`config.mk`:
```
export PLATFORM = sky130hd
export DESIGN_NAME = baud_srch
export DESIGN_NICKNAME = d
export VERILOG_FILES = /design/src/rtl/baud_srch_pkg.sv /design/src/rtl/baud_srch_div.sv /design/src/rtl/baud_srch_ctrl.sv /design/src/rtl/baud_srch_dp.sv /design/src/rtl/baud_srch.sv
export SDC_FILE = /design/constraint.sdc
export NUM_CORES = 2
export LEC_CHECK = 0
export CORE_ASPECT_RATIO = 0.5
export CORE_MARGIN = 3
export CORE_UTILIZATION = 30
export CTS_BUF_LIST = sky130_fd_sc_hd__clkbuf_2
export DETAILED_ROUTE_END_ITERATION = 10
export DONT_BUFFER_PORTS = 1
export GPL_TIMING_DRIVEN = 0
export SLEW_MARGIN = 10
export SYNTH_ARGS = -nofsm -noshare
export SYNTH_HDL_FRONTEND = slang
export SYNTH_SLANG_ARGS = --single-unit
export TNS_END_PERCENT = 50
```
`constraint.sdc`:
```
create_clock -name clk -period 7.93 [get_ports clk]
set_input_delay 1.586 -clock clk [delete_from_list [all_inputs] [get_ports clk]]
set_output_delay 1.586 -clock clk [all_outputs]
set_load 0.01 [all_outputs]
```
`src/rtl/baud_srch_pkg.sv`:
```
package baud_srch_pkg;

  typedef enum logic [1:0] {
    OP_DIV_Q   = 2'd0,
    OP_CALC_LO = 2'd1,
    OP_CALC_HI = 2'd2,
    OP_TOL     = 2'd3
  } divOp_e;

  typedef struct packed {
    logic   init;
    logic   divGo;
    divOp_e op;
    logic   capQuo;
    logic   evalStep;
    logic   capRes;
  } ctrlStrobe_t;

endpackage

```
`src/rtl/baud_srch_div.sv`:
```
module baud_srch_div #(
  parameter int DW = 32,
  parameter int VW = 39
) (
  input  logic          clk,
  input  logic          rstN,
  input  logic          go,
  input  logic [DW-1:0] dividend,
  input  logic [VW-1:0] divisor,
  output logic          done,
  output logic [DW-1:0] quotient
);
  localparam int CW = $clog2(DW + 1);

  logic [VW:0]   rem;
  logic [DW-1:0] quo;
  logic [VW-1:0] divQ;
  logic [CW-1:0] cnt;
  logic          busyQ;
  logic          doneQ;
  logic [VW:0]   shifted;
  logic          fits;

  always_comb begin
    shifted = {rem[VW-1:0], quo[DW-1]};
    fits    = shifted >= {1'b0, divQ};
  end

  always_ff @(posedge clk) begin
    if (!rstN) begin
      rem   <= '0;
      quo   <= '0;
      divQ  <= '0;
      cnt   <= '0;
      busyQ <= 1'b0;
      doneQ <= 1'b0;
    end else begin
      doneQ <= 1'b0;
      if (go && !busyQ) begin
        rem   <= '0;
        quo   <= dividend;
        divQ  <= divisor;
        cnt   <= CW'(DW);
        busyQ <= 1'b1;
      end else if (busyQ) begin
        rem <= fits ? (shifted - {1'b0, divQ}) : shifted;
        quo <= {quo[DW-2:0], fits};
        cnt <= cnt - 1'b1;
        if (cnt == CW'(1)) begin
          busyQ <= 1'b0;
          doneQ <= 1'b1;
        end
      end
    end
  end

  assign done     = doneQ;
  assign quotient = quo;

  // a division is only launched when the divider is free
  p_go_idle_r2: assert property (@(posedge clk) disable iff (!rstN) go |-> !busyQ);
  // each division completes with a single pulse
  p_done_single_r2: assert property (@(posedge clk) disable iff (!rstN) doneQ |=> !doneQ);

endmodule

```
`src/rtl/baud_srch_ctrl.sv`:
```
module baud_srch_ctrl
  import baud_srch_pkg::*;
(
  input  logic        clk,
  input  logic        rstN,
  input  logic        start,
  input  logic        divDone,
  input  logic        lastRatio,
  output ctrlStrobe_t strb,
  output logic        busy,
  output logic        done
);
  typedef enum logic [2:0] {
    S_IDLE, S_LAUNCH, S_WAIT, S_EVAL, S_DONE
  } state_e;

  state_e state;
  divOp_e opQ;

  always_comb begin
    strb    = '0;
    strb.op = opQ;
    unique case (state)
      S_IDLE:   strb.init = start;
      S_LAUNCH: strb.divGo = 1'b1;
      S_WAIT: begin
        if (divDone) begin
          if (opQ == OP_TOL) strb.capRes = 1'b1;
          else               strb.capQuo = 1'b1;
        end
      end
      S_EVAL:   strb.evalStep = 1'b1;
      default:  ;
    endcase
  end

  always_ff @(posedge clk) begin
    if (!rstN) begin
      state <= S_IDLE;
      opQ   <= OP_DIV_Q;
    end else begin
      unique case (state)
        S_IDLE: if (start) begin
          state <= S_LAUNCH;
          opQ   <= OP_DIV_Q;
        end
        S_LAUNCH: state <= S_WAIT;
        S_WAIT: if (divDone) begin
          unique case (opQ)
            OP_DIV_Q:   begin opQ <= OP_CALC_LO; state <= S_LAUNCH; end
            OP_CALC_LO: begin opQ <= OP_CALC_HI; state <= S_LAUNCH; end
            OP_CALC_HI: state <= S_EVAL;
            default:    state <= S_DONE;
          endcase
        end
        S_EVAL: begin
          opQ   <= lastRatio ? OP_TOL : OP_DIV_Q;
          state <= S_LAUNCH;
        end
        default: state <= S_IDLE;
      endcase
    end
  end

  assign busy = (state != S_IDLE);
  assign done = (state == S_DONE);

  // completion is a single-cycle pulse
  p_done_pulse_r9: assert property (@(posedge clk) disable iff (!rstN) done |=> !done);
  // a search never restarts straight out of the done cycle
  p_no_restart_r10: assert property (@(posedge clk) disable iff (!rstN) done |=> !busy);

endmodule

```
`src/rtl/baud_srch_dp.sv`:
```
module baud_srch_dp
  import baud_srch_pkg::*;
#(
  parameter int DW       = 32,
  parameter int SBR_W    = 13,
  parameter int MIN_OSR  = 4,
  parameter int MAX_OSR  = 32,
  parameter int EDGE_MAX = 7,
  parameter int TOL_NUM  = 3,
  parameter int TOL_DEN  = 100,
  localparam int FW      = $clog2(MAX_OSR),
  localparam int RW      = $clog2(MAX_OSR + 1),
  localparam int VW      = DW + RW + 1
) (
  input  logic             clk,
  input  logic             rstN,
  input  ctrlStrobe_t      strb,
  input  logic [DW-1:0]    srcClk,
  input  logic [DW-1:0]    baud,
  output logic             divDone,
  output logic             lastRatio,
  output logic [FW-1:0]    osrField,
  output logic [SBR_W-9:0] sbrHigh,
  output logic [7:0]       sbrLow,
  output logic             bothEdge,
  output logic             unsupported
);
  logic [DW-1:0] clkQ, baudQ, q, calcLo, calcHi;
  logic [DW-1:0] bestErr, bestQ;
  logic [RW-1:0] ratio, bestRatio;
  logic [DW:0]   qInc;
  logic [DW-1:0] dend, quo;
  logic [VW-1:0] dsor;
  logic [DW-1:0] errLo, errHi, candErr, candQ, tolVal;
  logic          pickHi;

  always_comb begin
    qInc = {1'b0, q} + 1'b1;
    dend = clkQ;
    unique case (strb.op)
      OP_DIV_Q:   dsor = VW'(baudQ) * VW'(ratio);
      OP_CALC_LO: dsor = VW'(q) * VW'(ratio);
      OP_CALC_HI: dsor = VW'(qInc) * VW'(ratio);
      default: begin
        dend = baudQ;
        dsor = VW'(TOL_DEN);
      end
    endcase
    errLo   = (calcLo >= baudQ) ? (calcLo - baudQ) : (baudQ - calcLo);
    errHi   = (calcHi >= baudQ) ? (calcHi - baudQ) : (baudQ - calcHi);
    pickHi  = errLo > errHi;
    candErr = pickHi ? errHi : errLo;
    candQ   = pickHi ? qInc[DW-1:0] : q;
    tolVal  = quo * DW'(TOL_NUM);
  end

  assign lastRatio = (ratio == RW'(MAX_OSR));

  baud_srch_div #(.DW(DW), .VW(VW)) u_div (
    .clk      (clk),
    .rstN     (rstN),
    .go       (strb.divGo),
    .dividend (dend),
    .divisor  (dsor),
    .done     (divDone),
    .quotient (quo)
  );

  always_ff @(posedge clk) begin
    if (!rstN) begin
      clkQ        <= '0;
      baudQ       <= '0;
      q           <= '0;
      calcLo      <= '0;
      calcHi      <= '0;
      bestErr     <= '0;
      bestQ       <= '0;
      ratio       <= RW'(MIN_OSR);
      bestRatio   <= RW'(MIN_OSR);
      osrField    <= '0;
      sbrHigh     <= '0;
      sbrLow      <= '0;
      bothEdge    <= 1'b0;
      unsupported <= 1'b0;
    end else begin
      if (strb.init) begin
        clkQ      <= srcClk;
        baudQ     <= baud;
        ratio     <= RW'(MIN_OSR);
        bestErr   <= baud;
        bestQ     <= '0;
        bestRatio <= RW'(MIN_OSR);
      end
      if (strb.capQuo) begin
        unique case (strb.op)
          OP_DIV_Q:   q <= (quo == '0) ? DW'(1) : quo;
          OP_CALC_LO: calcLo <= quo;
          OP_CALC_HI: calcHi <= quo;
          default:    ;
        endcase
      end
      if (strb.evalStep) begin
        if (candErr <= bestErr) begin
          bestErr   <= candErr;
          bestQ     <= candQ;
          bestRatio <= ratio;
        end
        if (!lastRatio) ratio <= ratio + 1'b1;
      end
      if (strb.capRes) begin
        osrField    <= FW'(bestRatio - 1'b1);
        sbrHigh     <= bestQ[SBR_W-1:8];
        sbrLow      <= bestQ[7:0];
        bothEdge    <= (bestRatio >= RW'(MIN_OSR)) && (bestRatio <= RW'(EDGE_MAX));
        unsupported <= bestErr > tolVal;
      end
    end
  end

  // the ratio under evaluation stays inside the supported range
  p_ratio_range_r1: assert property (@(posedge clk) disable iff (!rstN)
    strb.evalStep |-> (ratio >= RW'(MIN_OSR)) && (ratio <= RW'(MAX_OSR)));
  // the divisor that is evaluated is never zero
  p_div_nonzero_r2: assert property (@(posedge clk) disable iff (!rstN)
    strb.evalStep |-> (q != '0));
  // the best error never grows within a search
  p_best_monotone_r4: assert property (@(posedge clk) disable iff (!rstN)
    strb.evalStep |=> (bestErr <= $past(bestErr)));
  // the edge flag agrees with the published ratio field
  p_edge_match_r7: assert property (@(posedge clk) disable iff (!rstN)
    strb.capRes |=> (bothEdge == (osrField < FW'(EDGE_MAX))));
  // captured operands only change when a search is accepted
  p_operands_held_r10: assert property (@(posedge clk) disable iff (!rstN)
    !strb.init |=> $stable(baudQ) && $stable(clkQ));

endmodule

```
`src/rtl/baud_srch.sv`:
```
module baud_srch
  import baud_srch_pkg::*;
#(
  parameter int DATA_W   = 32,
  parameter int SBR_W    = 13,
  parameter int MIN_OSR  = 4,
  parameter int MAX_OSR  = 32,
  parameter int EDGE_MAX = 7,
  localparam int FW      = $clog2(MAX_OSR)
) (
  input  logic              clk,
  input  logic              rstN,
  input  logic              start,
  input  logic [DATA_W-1:0] srcClkHz,
  input  logic [DATA_W-1:0] baudRate,
  output logic              busy,
  output logic              done,
  output logic [FW-1:0]     osrField,
  output logic [SBR_W-9:0]  sbrHigh,
  output logic [7:0]        sbrLow,
  output logic              bothEdge,
  output logic              unsupported
);
  ctrlStrobe_t strb;
  logic        divDone;
  logic        lastRatio;

  baud_srch_ctrl u_ctrl (
    .clk       (clk),
    .rstN      (rstN),
    .start     (start),
    .divDone   (divDone),
    .lastRatio (lastRatio),
    .strb      (strb),
    .busy      (busy),
    .done      (done)
  );

  baud_srch_dp #(
    .DW       (DATA_W),
    .SBR_W    (SBR_W),
    .MIN_OSR  (MIN_OSR),
    .MAX_OSR  (MAX_OSR),
    .EDGE_MAX (EDGE_MAX)
  ) u_dp (
    .clk         (clk),
    .rstN        (rstN),
    .strb        (strb),
    .srcClk      (srcClkHz),
    .baud        (baudRate),
    .divDone     (divDone),
    .lastRatio   (lastRatio),
    .osrField    (osrField),
    .sbrHigh     (sbrHigh),
    .sbrLow      (sbrLow),
    .bothEdge    (bothEdge),
    .unsupported (unsupported)
  );

endmodule

```
Word-level counts from Yosys, hierarchy flattened
Cells that the tools add are included.

cells by class
  bitwise gates (word level) = 2
  multiply operators = 4
  add/sub/neg operators = 9
  reductions and logical operators = 18
  mux-type cells = 46
  equality and inequality tests = 12
  magnitude comparators = 8

operators by type and width
  operator                                                                           number
  32-bit two-way mux                                                                 14
  32-bit subtractor                                                                  4
  39-bit case mux with 3 select lines                                                1
  32-bit by 6-bit multiplier with 38-bit output                                      2
  32-bit >= comparator                                                               2
  32-bit > comparator                                                                2
  6-bit two-way mux                                                                  8
  40-bit by 39-bit >= comparator with 1-bit output                                   1
  33-bit by 6-bit multiplier with 39-bit output                                      1
  39-bit two-way mux                                                                 1
  39-bit subtractor                                                                  1
  32-bit by 1-bit adder with 33-bit output (second input constant)                   1
  32-bit less-or-equal comparator                                                    1
  32-bit logical NOT                                                                 1
  32-bit by 2-bit multiplier with 32-bit output (second input constant)              1
  1-bit two-way mux                                                                  13
  3-bit case mux with 4 select lines                                                 1
  2-bit AND reduction                                                                4
  6-bit by 1-bit adder with 6-bit output (second input constant)                     1
  3-bit by 2-bit equality test with 1-bit output (second input constant)             2
  6-bit by 1-bit equality test with 1-bit output (second input constant)             1
  6-bit equality test (second input constant)                                        1
  6-bit by 3-bit >= comparator with 1-bit output (second input constant)             1
  6-bit by 3-bit less-or-equal comparator with 1-bit output (second input constant)  1
  24 further kinds                                                                   33

word-level totals
  input port bits = 67
  register bits = 379

Longest topological paths before layout
  depth in word-level cells = 7
  mapped depth = 38
  gate-level depth less buffers = 34

Modules after synthesis
From an unflattened synthesis, not the netlist that was laid out.

unflattened totals
  cells, all modules = 6066
  area, all modules = 46385.7 um2

modules (own cells, without submodules)
  module          instances  cells each  area an instance (um2)
  baud_srch_dp    1          5041        38664.6
  baud_srch_div   1          984         7407.1
  baud_srch_ctrl  1          41          314.1

Least setup slack after synthesis
OpenSTA, ideal clock, no wires.

  path type = reg2reg
  start = register u_dp.baudQ[1]
  end = register u_dp.bestQ[10]
  slack = 0.591 ns
  cell stages (with the launch flop) = 32
  data arrival time = 7.253 ns
  library setup time = 0.086 ns
  required time = 7.844 ns
  clock period less this slack = 7.339 ns
  path through = dfxtp_1 -> inv_1 -> fa_1 -> a211oi_2 -> o21ai_1 -> a2111oi_4 -> nor2_2 -> o21ai_4 -> and2_4 -> buf_6 -> mux2i_1 -> o221a_2 -> xor2_1 -> ha_1 -> o21ai_0 -> a21oi_1 -> o221a_2 -> a211oi_1 -> o21a_1 -> a31o_2 -> clkbuf_1 -> buf_1 -> mux2_1 -> ha_1 -> nand4_1 -> nor4_1 -> o31a_1 -> o21a_1 -> clkbuf_1 -> clkbuf_1 -> nor2_1 -> a211oi_1

between the ends
  word-level cells in the longest chain between the ends = 7
  elaborated cells between the ends (all ways) = 14
  those cells by class = add/sub (4); order compare (4); mux (6)

RTL lines
  what                                             line                                    text
  from (decl)                                      baud_srch_dp.sv:28                      logic [DW-1:0] clkQ, baudQ, q, calcLo, calcHi;
  from (signal assigned)                           baud_srch_dp.sv:88                      baudQ <= baud;
  32-bit subtractor, or another cell as far along  baud_srch_dp.sv:49                      errLo = (calcLo >= baudQ) ? (calcLo - baudQ) : (baudQ - calcLo);
  32-bit two-way mux (on tied branches)            baud_srch_dp.sv:49, baud_srch_dp.sv:50
  32-bit > comparator                              baud_srch_dp.sv:51                      pickHi = errLo > errHi;
  32-bit two-way mux                               baud_srch_dp.sv:52                      candErr = pickHi ? errHi : errLo;
  32-bit less-or-equal comparator                  baud_srch_dp.sv:103                     if (candErr <= bestErr) begin
  32-bit two-way mux (*)                           baud_srch_dp.sv:103
  32-bit two-way mux (*)                           baud_srch_dp.sv:102                     if (strb.evalStep) begin
  to (signal assigned)                             baud_srch_dp.sv:105                     bestQ <= candQ;
  to (decl)                                        baud_srch_dp.sv:29                      logic [DW-1:0] bestErr, bestQ;

Mark *: on every way between the ends. The rest lies on a longest branch, timed or not.
A chain may end at the register's enable or synchronous reset.

Worst setup path in the final report
  start = register u_dp.baudQ[5]
  end = register u_dp.bestErr[27]

between the ends
  word-level cells in the longest chain between the ends = 7
  elaborated cells between the ends (all ways) = 13
  those cells by class = add/sub (4); order compare (4); mux (5)

RTL lines
  what                                             line                                    text
  32-bit subtractor, or another cell as far along  baud_srch_dp.sv:49
  32-bit two-way mux (on tied branches)            baud_srch_dp.sv:49, baud_srch_dp.sv:50
  32-bit > comparator                              baud_srch_dp.sv:51
  32-bit two-way mux (*)                           baud_srch_dp.sv:52
  32-bit less-or-equal comparator                  baud_srch_dp.sv:103
  32-bit two-way mux (*)                           baud_srch_dp.sv:103
  32-bit two-way mux (*)                           baud_srch_dp.sv:102
  to (signal assigned)                             baud_srch_dp.sv:90                      bestErr <= baud;
  to (signal assigned)                             baud_srch_dp.sv:104                     bestErr <= candErr;
  to (decl)                                        baud_srch_dp.sv:29

Marked as above.

==> qor.yml <==
detailroute.via_count: 45100
die_h_um: 282
critical_path.startpoint_type: "register"
sequential_cell_area_fraction_in_the_yosys_report: 0.157
finalWeightedCongestion: 0.998
drcViolationCount: 0
layout.cells.non_filler: 8361
violated_checks: "negative setup slack"
max-vdd-ir-drop_mv: 0.143
setup_repair_after_global_routing_missed_its_margin: "true"
dr.first_iter.drc_count: 4706
total_leakage_power_uw: 0.0227
postSynthRegisterBits: 360
h_tree_level_count: 3
grt_max_degree: 20
viasPerCell: 5.39
cp_data_arrival_time_ps: 9050
path_clk_slew_ps: 100
yosys.area.top_type_share: 0.163
fin_setup_tns_ps: -50.3
critical_path_s_largest_stage_delay_ps: 540
post_synth_main_area_contributors: "sky130_fd_sc_hd__fa_1 16%, sky130_fd_sc_hd__dfxtp_1 16%, sky130_fd_sc_hd__ha_1 12%, sky130_fd_sc_hd__nand2_1 9.1%, sky130_fd_sc_hd__a21oi_1 5.9%"
cell_taking_the_most_area_after_synthesis: "sky130_fd_sc_hd__fa_1"
synth_enable_flop_cells: 0
cts_tree: "done"
yosys_warnings: 0
global_route_wire_length_before_repair_um: 267000
crit_fanout: 10
end_kind: "register"
rows: 100
final.setup_skew_ps: 185
finalSetupViolCount: 3
p_per_area_nw_per_um2: 168
placement.io_buffers: 0
route.detailed.wl_per_inst_um: 21.7
detailed_place_hpwl_um: 146000
dieArea_sq_um: 158000
ys_dominant_reg_cell: "sky130_fd_sc_hd__dfxtp_1"
max_cap_violations: 0
grt_pass1_vias: 42500
cts_buffer_depth: 3
fin_total_pwr_uw: 8670
final_critical_path_setup_slack_ps: -22.1
cts_root_buf: "sky130_fd_sc_hd__clkbuf_2"
outcome: "finished with violations"
timing_max_transition_violations_final: 0
final_nets: 7129
drt.antenna.violating_nets: 0
dr.pass1.iters: 6
yosys.cell_types.count: 109
min-delay-path-class: "input pin to register"
placeableCoreArea_sq_um: 150000
finalWorstPathRequiredPeriod_ps: 7950
worst_slew_pin_slew_ps: 1350
crit_path_class: "register to register"
worst_skew_pair.late_latency_ps: 1280
dp_worst_setup_slack_ps: -3990
timing.slew.headroom: 0.0889
post_synth_instance_area_sq_um: 45800
synthesis.area_per_instance_sq_um: 7.59
dpl.cell_count: 8080
finalHoldViolCount: 0
synthesis_to_finish_area_growth_pct: 12.5
syn-num-nets: 6933
total_cts_buffers: 101
ys_async_sr_fraction: 0
antenna_found_initial: 13
cts.sink_count: 360
final_core_util: 0.343
die-width_um: 559
global_route.usage.total: 0.222
ios: 89
syn_inst: 6040
critPathSlowestCell: "sky130_fd_sc_hd__mux2i_1"
worst-endpoint-required_ps: 9020
grt_overflow_total: 0
max_freq_mhz: 126
drive_gt1_frac: 0.0915
initial_core_util: 0.305
final.period_utilization: 1.00
routed_wirelength_um: 181000
-- metal layers --
layer / vias to the layer above / global-route usage / wire length (um)
li1: 20800 / - / -
met3: 333 / 0.0376 / 17000
met1: 21900 / 0.314 / 80600
met4: 2 / 0.0794 / 7520
met2: 1972 / 0.340 / 75900
met5: - / 0 / 11
-- placed cells by master, fill, tap and decap left out, types with 34 or more instances in the layout --
| master | instances |
|---|---|
| sky130_fd_sc_hd__a21o_1 | 171 |
| sky130_fd_sc_hd__o21bai_1 | 40 |
| sky130_fd_sc_hd__clkbuf_1 | 248 |
| sky130_fd_sc_hd__buf_2 | 34 |
| sky130_fd_sc_hd__nor2b_1 | 46 |
| sky130_fd_sc_hd__clkbuf_2 | 151 |
| sky130_fd_sc_hd__and2_1 | 45 |
| sky130_fd_sc_hd__and3_1 | 36 |
| sky130_fd_sc_hd__ha_1 | 443 |
| sky130_fd_sc_hd__nand2_1 | 1107 |
| sky130_fd_sc_hd__dfxtp_1 | 343 |
| sky130_fd_sc_hd__xor2_1 | 94 |
| sky130_fd_sc_hd__nor2_1 | 355 |
| sky130_fd_sc_hd__a311oi_1 | 37 |
| sky130_fd_sc_hd__o21a_1 | 49 |
| sky130_fd_sc_hd__o211ai_1 | 71 |
| sky130_fd_sc_hd__a31oi_1 | 45 |
| sky130_fd_sc_hd__buf_4 | 96 |
| sky130_fd_sc_hd__inv_1 | 644 |
| sky130_fd_sc_hd__nand2b_1 | 37 |
| sky130_fd_sc_hd__nand4_1 | 78 |
| sky130_fd_sc_hd__a22oi_1 | 45 |
| sky130_fd_sc_hd__nand3_1 | 111 |
| sky130_fd_sc_hd__xnor2_1 | 125 |
| sky130_fd_sc_hd__nor3_1 | 59 |
| sky130_fd_sc_hd__a211oi_1 | 44 |
| sky130_fd_sc_hd__fa_1 | 370 |
| sky130_fd_sc_hd__mux2i_1 | 57 |
| sky130_fd_sc_hd__o21ai_0 | 209 |
| sky130_fd_sc_hd__a21oi_1 | 527 |
-- cell families (layout without fill, tap and decap cells) --
family / after synthesis / in the layout / synth area share
simple gates: 1987 / 1987 / 0.188
compound gates: 1533 / 1533 / 0.218
buf+inv: 1014 / 1283 / 0.0859
fa+ha+maj: 826 / 826 / 0.287
flops: 360 / 360 / 0.157
xor+xnor: 243 / 243 / 0.0468
mux: 77 / 77 / 0.0176
other cells: 0 / 12 / 0
-- path summary, 6_finish.rpt --
path	startpoint	end	slack [ps]	depth (start not counted)
setup / recovery	u_dp.baudQ[5]	u_dp.bestErr[27]	-20	30
hold / removal	srcClkHz[17]	u_dp.clkQ[17]	430	2
setup reg to reg	u_dp.baudQ[5]	u_dp.bestErr[27]	-20	30
hold reg to reg	u_dp.bestQ[6]	u_dp.sbrLow[6]	450	2
-- per-stage QoR --
stage	hold slack, ps	instance area (sq um)
floorplan	427	45800
global placement	443	48400
detailed placement	448	48400
CTS	332	50500
global route	367	51600
finish	431	51600
-- power breakdown --
| group | internal [uW] | total [uW] | switching, uW | leakage [uW] |
|---|---|---|---|---|
| Combinational | 2060 | 5170 | 3110 | 0.0191 |
| Sequential | 1900 | 2050 | 156 | 0.00293 |
| Clock | 515 | 1450 | 936 | 0.000695 |
| Total | 4480 | 8670 | 4200 | 0.0227 |
-- repair_timing --
action	in CTS	in global routing
gates cloned	0	4
setup buffers	42	52
setup endpoints to repair	51	58
pin swaps	39	52
resized for setup	212	145
hold buffers	0	0
-- critical path: cells and delay by family (launching register included) --
kind	cells	cell delay, ps
DFF	1	410
and+or+nand+nor	1	150
buffers and inverters	7	1360
muxes	1	540
AOI/OAI and AO/OA	17	4010
xor gates and xnor gates	1	290
adders and majority gates	3	960
-- final cells by class --
| class | count | area (sq um) |
|---|---|---|
| inverter | 654 | 2470 |
| tap | 2040 | 2550 |
| antenna | 12 | 30.0 |
| multi-input combinational | 4666 | 35700 |
| fill | 16100 | 98700 |
| buffer | 355 | 1840 |
| clock inverter | 32 | 194 |
| clock buffer | 144 | 721 |
| sequential | 360 | 7240 |
| timing repair buffer | 98 | 868 |
-- flip-flops by register name (all words and copies together) (netlist names), 13 cells and up --
| name | flops |
|---|---|
| u_dp.calcLo | 32 |
| u_dp.u_div.quotient | 32 |
| u_dp.bestErr | 32 |
| u_dp.baudQ | 32 |
| u_dp.clkQ | 32 |
| u_dp.u_div.divQ | 39 |
| u_dp.q | 32 |
| u_dp.bestQ | 13 |
| u_dp.u_div.rem | 39 |
| u_dp.calcHi | 32 |
-- synth_stat cells (18+ instances only) --
cell type / number
sky130_fd_sc_hd__o31a_1: 20
sky130_fd_sc_hd__nand3_1: 116
sky130_fd_sc_hd__nor3_1: 60
sky130_fd_sc_hd__a21oi_1: 538
sky130_fd_sc_hd__mux2i_1: 65
sky130_fd_sc_hd__xor2_1: 101
sky130_fd_sc_hd__nand4_1: 78
sky130_fd_sc_hd__nand2b_1: 37
sky130_fd_sc_hd__nand2_1: 1108
sky130_fd_sc_hd__xnor2_1: 140
sky130_fd_sc_hd__a211oi_1: 56
sky130_fd_sc_hd__buf_2: 38
sky130_fd_sc_hd__clkbuf_1: 291
sky130_fd_sc_hd__a21o_1: 171
sky130_fd_sc_hd__a31oi_1: 47
sky130_fd_sc_hd__nor2b_1: 47
sky130_fd_sc_hd__inv_1: 652
sky130_fd_sc_hd__o21a_1: 52
sky130_fd_sc_hd__dfxtp_1: 360
sky130_fd_sc_hd__o211ai_1: 71
sky130_fd_sc_hd__ha_1: 453
sky130_fd_sc_hd__or3_1: 24
sky130_fd_sc_hd__a311oi_1: 38
sky130_fd_sc_hd__nor2_1: 365
sky130_fd_sc_hd__and2_1: 45
sky130_fd_sc_hd__a22oi_1: 45
sky130_fd_sc_hd__and3_1: 37
sky130_fd_sc_hd__o21ai_0: 223
sky130_fd_sc_hd__o21ai_1: 18
sky130_fd_sc_hd__o21bai_1: 40
sky130_fd_sc_hd__o31ai_1: 26
sky130_fd_sc_hd__fa_1: 373
sky130_fd_sc_hd__o211a_1: 21
No activity file was read; power rests on OpenSTA's default activity.
